**config.mk**
```make
export PLATFORM = sky130hd
export DESIGN_NAME = edid_reader
export DESIGN_NICKNAME = d
export VERILOG_FILES = /design/src/rtl/edid_rd_pkg.sv /design/src/rtl/edid_rd_dp.sv /design/src/rtl/edid_rd_ctl.sv /design/src/rtl/edid_reader.sv
export SDC_FILE = /design/constraint.sdc
export NUM_CORES = 1
export LEC_CHECK = 0
export BUFFER_PORTS_ARGS = -buffer_cell sky130_fd_sc_hd__buf_4
export CAP_MARGIN = 20
export CORE_UTILIZATION = 35
export CTS_CLUSTER_DIAMETER = 80
export CTS_CLUSTER_SIZE = 16
export DETAILED_ROUTE_END_ITERATION = 16
export HOLD_SLACK_MARGIN = 0.02
export PLACE_DENSITY = 0.87
export SETUP_SLACK_MARGIN = 0.15
export SLEW_MARGIN = 20
export SYNTH_ARGS = -nofsm -noshare
export SYNTH_HDL_FRONTEND = slang
export SYNTH_HIERARCHICAL = 1
export SYNTH_SLANG_ARGS = --single-unit
```
**constraint.sdc**
```tcl
create_clock -name clk -period 2.42 [get_ports clk]
set_clock_uncertainty 0.1 [all_clocks]
set_input_delay 0.363 -clock clk [delete_from_list [all_inputs] [get_ports clk]]
set_output_delay 0.363 -clock clk [all_outputs]
set_load 0.01 [all_outputs]
```
**src/rtl/edid_rd_pkg.sv**
```systemverilog
package edid_rd_pkg;

  typedef enum logic [1:0] {
    ST_IDLE  = 2'd0,
    ST_ISSUE = 2'd1,
    ST_WAIT  = 2'd2
  } rdState_e;

  // strobes from control to datapath
  typedef struct packed {
    logic clrAll;
    logic clrTick;
    logic incTick;
    logic accept;
    logic incBurst;
    logic clrBurst;
    logic incTry;
    logic clrTry;
    logic nextBlock;
  } dpCtl_t;

  // status from datapath to control
  typedef struct packed {
    logic tickLast;
    logic burstLast;
    logic tryLast;
    logic onBlock0;
    logic extFlag;
  } dpStat_t;

endpackage

```
**src/rtl/edid_rd_dp.sv**
```systemverilog
module edid_rd_dp
  import edid_rd_pkg::*;
#(
  parameter int BURSTS      = 16,
  parameter int BURST_BYTES = 8,
  parameter int TIMEOUT_MS  = 10,
  parameter int MAX_TRIES   = 5,
  parameter int EXT_BYTE    = 126,
  localparam int BURST_W    = $clog2(BURSTS),
  localparam int SHIFT      = $clog2(BURST_BYTES),
  localparam int ADDR_W     = 1 + BURST_W + SHIFT,
  localparam int DATA_W     = 8 * BURST_BYTES
) (
  input  logic              clk,
  input  logic              rstN,
  input  dpCtl_t            ctl,
  output dpStat_t           stat,
  input  logic [DATA_W-1:0] burstData,
  output logic              cmdExt,
  output logic [6:0]        cmdSegPtr,
  output logic [ADDR_W-1:0] cmdOffset,
  output logic [ADDR_W-1:0] bufAddr,
  output logic [DATA_W-1:0] bufData
);
  localparam int TICK_W    = $clog2(TIMEOUT_MS + 1);
  localparam int TRY_W     = $clog2(MAX_TRIES + 1);
  localparam int EXT_LANE  = EXT_BYTE % BURST_BYTES;
  localparam int EXT_BURST = EXT_BYTE / BURST_BYTES;

  logic [7:0]         blockIdx;
  logic [BURST_W-1:0] burstIdx;
  logic [TICK_W-1:0]  tickCnt;
  logic [TRY_W-1:0]   tryCnt;
  logic               extSeen;
  logic               laneNz;
  logic               atExtBurst;

  assign laneNz     = burstData[EXT_LANE*8 +: 8] != 8'd0;
  assign atExtBurst = burstIdx == BURST_W'(EXT_BURST);

  always_ff @(posedge clk) begin
    if (!rstN || ctl.clrAll) begin
      blockIdx <= '0;
      burstIdx <= '0;
      tickCnt  <= '0;
      tryCnt   <= '0;
      extSeen  <= 1'b0;
    end else begin
      if (ctl.clrTick)       tickCnt <= '0;
      else if (ctl.incTick)  tickCnt <= tickCnt + TICK_W'(1);
      if (ctl.clrBurst)      burstIdx <= '0;
      else if (ctl.incBurst) burstIdx <= burstIdx + BURST_W'(1);
      if (ctl.clrTry)        tryCnt <= '0;
      else if (ctl.incTry)   tryCnt <= tryCnt + TRY_W'(1);
      if (ctl.nextBlock)     blockIdx <= blockIdx + 8'd1;
      if (ctl.accept && blockIdx == 8'd0 && atExtBurst) extSeen <= laneNz;
    end
  end

  assign stat.tickLast  = tickCnt == TICK_W'(TIMEOUT_MS - 1);
  assign stat.burstLast = burstIdx == BURST_W'(BURSTS - 1);
  assign stat.tryLast   = tryCnt == TRY_W'(MAX_TRIES - 1);
  assign stat.onBlock0  = blockIdx == 8'd0;
  assign stat.extFlag   = atExtBurst ? laneNz : extSeen;

  assign cmdExt    = blockIdx != 8'd0;
  assign cmdSegPtr = blockIdx[7:1];
  assign cmdOffset = {blockIdx[0], burstIdx, SHIFT'(0)};
  assign bufAddr   = cmdOffset;
  assign bufData   = burstData;


  tick_range_chk: assert property (@(posedge clk) disable iff (!rstN)
    tickCnt < TICK_W'(TIMEOUT_MS));

  try_range_chk: assert property (@(posedge clk) disable iff (!rstN)
    tryCnt < TRY_W'(MAX_TRIES));

  restart_chk: assert property (@(posedge clk) disable iff (!rstN)
    (ctl.clrBurst && !ctl.nextBlock && !ctl.accept) |=> burstIdx == '0);

endmodule

```
**src/rtl/edid_rd_ctl.sv**
```systemverilog
module edid_rd_ctl
  import edid_rd_pkg::*;
#(
  parameter int BLOCK_BYTES = 128,
  localparam int CNT_W      = $clog2(2 * BLOCK_BYTES + 1)
) (
  input  logic             clk,
  input  logic             rstN,
  input  logic             start,
  input  logic             burstDone,
  input  logic             msTick,
  input  dpStat_t          stat,
  output dpCtl_t           ctl,
  output logic             cmdValid,
  output logic             doneClr,
  output logic             mstReset,
  output logic             bufWe,
  output logic             done,
  output logic             error,
  output logic [CNT_W-1:0] byteCount
);
  rdState_e state, nxt;
  logic finOk, finErr;

  always_comb begin
    ctl      = '0;
    nxt      = state;
    cmdValid = 1'b0;
    doneClr  = 1'b0;
    mstReset = 1'b0;
    bufWe    = 1'b0;
    finOk    = 1'b0;
    finErr   = 1'b0;
    unique case (state)
      ST_IDLE: begin
        if (start) begin
          ctl.clrAll = 1'b1;
          nxt        = ST_ISSUE;
        end
      end
      ST_ISSUE: begin
        cmdValid    = 1'b1;
        ctl.clrTick = 1'b1;
        nxt         = ST_WAIT;
      end
      ST_WAIT: begin
        if (burstDone) begin
          bufWe      = 1'b1;
          doneClr    = 1'b1;
          ctl.accept = 1'b1;
          if (stat.burstLast) begin
            ctl.clrBurst = 1'b1;
            if (stat.onBlock0 && stat.extFlag) begin
              ctl.nextBlock = 1'b1;
              ctl.clrTry    = 1'b1;
              nxt           = ST_ISSUE;
            end else begin
              finOk = 1'b1;
              nxt   = ST_IDLE;
            end
          end else begin
            ctl.incBurst = 1'b1;
            nxt          = ST_ISSUE;
          end
        end else if (msTick) begin
          if (stat.tickLast) begin
            mstReset     = 1'b1;
            ctl.clrBurst = 1'b1;
            if (stat.tryLast) begin
              finErr = 1'b1;
              nxt    = ST_IDLE;
            end else begin
              ctl.incTry = 1'b1;
              nxt        = ST_ISSUE;
            end
          end else begin
            ctl.incTick = 1'b1;
          end
        end
      end
      default: nxt = ST_IDLE;
    endcase
  end

  always_ff @(posedge clk) begin
    if (!rstN) begin
      state     <= ST_IDLE;
      done      <= 1'b0;
      error     <= 1'b0;
      byteCount <= '0;
    end else begin
      state <= nxt;
      if (ctl.clrAll) begin
        done      <= 1'b0;
        error     <= 1'b0;
        byteCount <= '0;
      end else if (finOk) begin
        done      <= 1'b1;
        byteCount <= stat.onBlock0 ? CNT_W'(BLOCK_BYTES) : CNT_W'(2 * BLOCK_BYTES);
      end else if (finErr) begin
        done      <= 1'b1;
        error     <= 1'b1;
        byteCount <= stat.onBlock0 ? CNT_W'(0) : CNT_W'(BLOCK_BYTES);
      end
    end
  end


  reset_then_cmd_chk: assert property (@(posedge clk) disable iff (!rstN)
    mstReset |=> (cmdValid || (done && error)));

  write_then_next_chk: assert property (@(posedge clk) disable iff (!rstN)
    bufWe |=> (cmdValid || (done && !error)));

  cmd_pulse_chk: assert property (@(posedge clk) disable iff (!rstN)
    cmdValid |=> !cmdValid);

  ok_count_chk: assert property (@(posedge clk) disable iff (!rstN)
    ($rose(done) && !error) |-> (byteCount == CNT_W'(BLOCK_BYTES) ||
                                 byteCount == CNT_W'(2 * BLOCK_BYTES)));

  err_done_chk: assert property (@(posedge clk) disable iff (!rstN)
    error |-> done);

  done_wins_chk: assert property (@(posedge clk) disable iff (!rstN)
    bufWe |-> !mstReset);

endmodule

```
**src/rtl/edid_reader.sv**
```systemverilog
module edid_reader
  import edid_rd_pkg::*;
#(
  parameter int         BURSTS      = 16,
  parameter int         BURST_BYTES = 8,
  parameter int         TIMEOUT_MS  = 10,
  parameter int         MAX_TRIES   = 5,
  parameter int         EXT_BYTE    = 126,
  parameter logic [6:0] DDC_SLAVE   = 7'h50,
  parameter logic [6:0] DDC_SEG     = 7'h30,
  localparam int ADDR_W      = 1 + $clog2(BURSTS) + $clog2(BURST_BYTES),
  localparam int DATA_W      = 8 * BURST_BYTES,
  localparam int BLOCK_BYTES = BURSTS * BURST_BYTES,
  localparam int CNT_W       = $clog2(2 * BLOCK_BYTES + 1)
) (
  input  logic              clk,
  input  logic              rstN,
  input  logic              start,
  input  logic              burstDone,
  input  logic [DATA_W-1:0] burstData,
  input  logic              msTick,
  output logic              cmdValid,
  output logic              cmdExt,
  output logic [6:0]        cmdSlave,
  output logic [6:0]        cmdSegAddr,
  output logic [6:0]        cmdSegPtr,
  output logic [ADDR_W-1:0] cmdOffset,
  output logic              doneClr,
  output logic              mstReset,
  output logic              bufWe,
  output logic [ADDR_W-1:0] bufAddr,
  output logic [DATA_W-1:0] bufData,
  output logic [CNT_W-1:0]  byteCount,
  output logic              done,
  output logic              error
);
  dpCtl_t  ctl;
  dpStat_t stat;

  assign cmdSlave   = DDC_SLAVE;
  assign cmdSegAddr = DDC_SEG;

  edid_rd_ctl #(.BLOCK_BYTES(BLOCK_BYTES)) u_ctl (
    .clk(clk), .rstN(rstN), .start(start), .burstDone(burstDone),
    .msTick(msTick), .stat(stat), .ctl(ctl), .cmdValid(cmdValid),
    .doneClr(doneClr), .mstReset(mstReset), .bufWe(bufWe),
    .done(done), .error(error), .byteCount(byteCount)
  );

  edid_rd_dp #(
    .BURSTS(BURSTS), .BURST_BYTES(BURST_BYTES), .TIMEOUT_MS(TIMEOUT_MS),
    .MAX_TRIES(MAX_TRIES), .EXT_BYTE(EXT_BYTE)
  ) u_dp (
    .clk(clk), .rstN(rstN), .ctl(ctl), .stat(stat), .burstData(burstData),
    .cmdExt(cmdExt), .cmdSegPtr(cmdSegPtr), .cmdOffset(cmdOffset),
    .bufAddr(bufAddr), .bufData(bufData)
  );

endmodule

```
==> reports/metrics.csv <==
stage,metric,value,unit
outcome,status,finished clean,
cts,clockBufferDepth,2,
cts,ctsHoldBuffers,0,
layout,fillCellCount,571,
power_and_ir_drop,power_density,400,nW/µm²
placement,hpwl,2880,µm
power_and_ir_drop,p_leak,0.923,nW
global_routing,grt_usage,11.1,%
global_routing,gr-total-overflow,0,
sta,final-setup-viol-count,0,
die,die_height,79.4,µm
layout,seqCellArea,526,µm²
detailed_routing,postRouteAntennaNets,0,
yosys,async_flop_share,0,%
worst_setup_path,slowest_delay,450,ps
detailed_routing,finalWirelength,3680,µm
yosys,yosys.area_share.adder,4.77,%
cts,cts_tree,built,
yosys,synth_cell_type_count,35,
cts,clkTransAtPathRegs,90,ps
global_routing,antenna_found_initial,0,
power_and_ir_drop,p_switching,0.199,mW
power_and_ir_drop,max-vdd-ir-drop,196,µV
sta,hold_violations,0,
placement,gp_congestion,0.824,
sta,maxSlewViolCount,0,
layout,diodes,0,
flow_run,drv_cap,0,
worst_setup_path,r2r_cells,11,
die,dieArea,6310,µm²
yosys,yosys-top-cells-area,"buf_4 36%, dfxtp_1 25%, ha_1 4.8%",
worst_setup_path,critPathLaunchType,flop,
sta,holdWs,249,ps
cts,htree_levels,1,
yosys,synth-simple-area-share,19.6,%
cts,cts_made_buffers,3,
global_routing,grt_max_degree,20,
power_and_ir_drop,p_seq_share,53.4,%
worst_setup_path,cp_max_fo,4,
power_and_ir_drop,pwr-share-comb,12.2,%
global_routing,grt_pass1_vias,1212,
worst_setup_path,critPathTopFamily,simple AND/OR/NAND/NOR gates,
detailed_routing,dr.first_iter.drc_count,42,
yosys,synth_edf_count,0,
worst_setup_path,crit_path_end_kind,flop,
power_and_ir_drop,netSwitchingFraction,24.4,%
yosys,syn_inst,257,
detailed_routing,wl_per_cell,11.9,µm
yosys,synth_compound_area_share,3.64,%
worst_setup_path,r2r_setup_slack,140,ps
min_path,hp-class,in -> reg,
yosys,synthTopCellsByCount,"101 x buf_4, 26 x dfxtp_1, 19 x nand2_1",
sta,grt_setup_unrepaired,true,
yosys,synthMuxAreaShare,2.86,%
yosys,synth_flop_cell,dfxtp_1,
layout,syn2layout_area_growth,-2.98,%
layout,fin_util,36.1,%
power_and_ir_drop,intPower,0.615,mW
worst_setup_path,path_cells,inv_2 -> ha_4 -> or4b_4 -> or2_4 -> inv_4 -> nand2_4 -> nor2_4 -> nand4_1 -> buf_4 -> o21ai_0 -> a21oi_1,
die,start_util,37.2,%
yosys,synth_top_area_share,36.2,%
global_routing,grt_pass1_wl,5580,µm
yosys,yosys.area.top_type,buf_4,
yosys,synth_area_per_cell,8.16,µm²
layout,multiInputGateArea,900,µm²
detailed_routing,drc_errors,0,
die,core,5640,µm²
yosys,synth-seq-area-share,24.8,%
sta,fmax,439,MHz
detailed_routing,viasPerCell,4.46,
detailed_routing,vias,1373,
yosys,yosysWarnings,6,
worst_setup_path,path_class,reg -> reg,
worst_setup_path,required,2480,ps
die,std_cell_rows,27,
worst_setup_path,crit_cells,11,
yosys,post-synth-top-count-cell,buf_4,
die,die_w,79.4,µm
die,pin_count,186,
sta,final.period_utilization,94.1,%
layout,layout.nets,314,
yosys,ys_ff_latch,26,
worst_setup_path,cp_slowest_cell,or4b_4,
power_and_ir_drop,clockPowerShare,34.3,%
detailed_routing,drtPass1Iterations,4,
placement,io_buffers,46,
cts,clock_latency,270,ps
yosys,syn-cell-area,2100,µm²
cts,clkSinkCount,26,
worst_setup_path,arrival,2340,ps
sta,fin_crit,2280,ps
worst_setup_path,path_buf_inv,3,
min_path,min_path_cells,2,
sta,setup_tns,0,ps
layout,drive_above_1_share,33.1,%
yosys,synth_top_family_by_area,buffers and inverters,
cts,cts_root_buf,clkbuf_8,
yosys,synth_xor_xnor_area_share,5.01,%
cell usage in the layout (no fill, tap or decap), drive strengths merged:
cell type,netlist,final
or2,1,1
a2111oi,1,1
xnor2,4,4
dfxtp,26,26
and4,2,2
a21oi,4,4
nand4,5,5
or4b,1,1
nor4,1,1
and3b,1,1
nor2b,6,6
nand2,19,19
inv,10,10
o21a,1,1
or3,4,4
nor3b,2,2
buf,102,56
xor2,8,8
ha,8,8
o31a,1,1
mux2i,6,6
nor3,10,10
a31oi,1,1
and2,2,2
nand3,5,5
nand2b,2,2
o21ai,5,5
conb,4,27
nor2,11,11
or4,2,2
clkbuf,2,4
routing by layer:
metal  global-route usage (%)  wire [µm]  vias to the layer above
met1                     12.0       1410                      641
met5                        0          0                        -
li1                         -          -                      657
met3                     2.86        213                       18
met4                     6.00        134                        0
met2                     19.6       1920                       57
power groups by stage:
| stage | logic, mW | clock network, mW | registers (mW) |
|---|---|---|---|
| 2_1_floorplan | 0.197 | 0 | 0.444 |
| 6_report | 0.0997 | 0.279 | 0.435 |
| 5_1_grt | 0.110 | 0.305 | 0.436 |
| 4_1_cts | 0.0997 | 0.285 | 0.435 |
| 3_3_place_gp | 0.0975 | 0 | 0.445 |
| 3_5_place_dp | 0.0995 | 0 | 0.445 |
state kept, by name, indices dropped and copies added, names as in the netlist:
register / flops
u_dp/extSeen: 1
u_ctl/state: 2
u_dp/tryCnt: 3
u_ctl/byteCount: 2
u_dp/tickCnt: 4
u_dp/burstIdx: 4
u_ctl/done: 1
u_dp/blockIdx: 8
u_ctl/error: 1
per-stage QoR:
step | cell area [µm²] | setup slack [ps] | power [mW] | instances
floorplan | 2210 | 48.8 | 0.642 | 280
detailed placement | 1910 | 37.3 | 0.545 | 300
global route | 2030 | 18.4 | 0.851 | 308
finish | 2030 | 142 | 0.814 | 308
global placement | 1910 | 153 | 0.542 | 300
CTS | 2000 | 153 | 0.820 | 307
layout make-up:
type | count | area share [%]
multi-input combinational | 140 | 44.2
inverter | 10 | 1.97
clock buffer | 4 | 2.71
timing repair buffer | 56 | 20.8
tap | 72 | 4.43
sequential | 26 | 25.8
logic make-up (layout without fill, tap and decap cells):
| kind of cell | after synthesis | in the layout |
|---|---|---|
| flops | 26 | 26 |
| xor+xnor | 12 | 12 |
| other cells | 4 | 27 |
| simple gates | 74 | 74 |
| fa+ha+maj | 8 | 8 |
| mux | 6 | 6 |
| buf+inv | 114 | 70 |
| compound gates | 13 | 13 |
final timing paths:
path	endpoint	start
setup / recovery	u_dp/blockIdx[7]$_SDFFE_PP0P_	u_dp/blockIdx[0]$_SDFFE_PP0P_
hold / removal	u_ctl/state[1]$_SDFFE_PN0P_	rstN
setup reg to reg	u_dp/blockIdx[7]$_SDFFE_PP0P_	u_dp/blockIdx[0]$_SDFFE_PP0P_
hold reg to reg	u_dp/extSeen$_SDFFE_PP0P_	u_dp/extSeen$_SDFFE_PP0P_
what timing repair did:
item                       4_1_cts  5_1_grt
setup endpoints to repair        3        6
resized for setup                3        7
setup buffers                    3        1
hold endpoints to repair         0        0
cloned                           0        0
pin swaps                        3        3
Note: power is estimated with default switching activity, not from simulation.
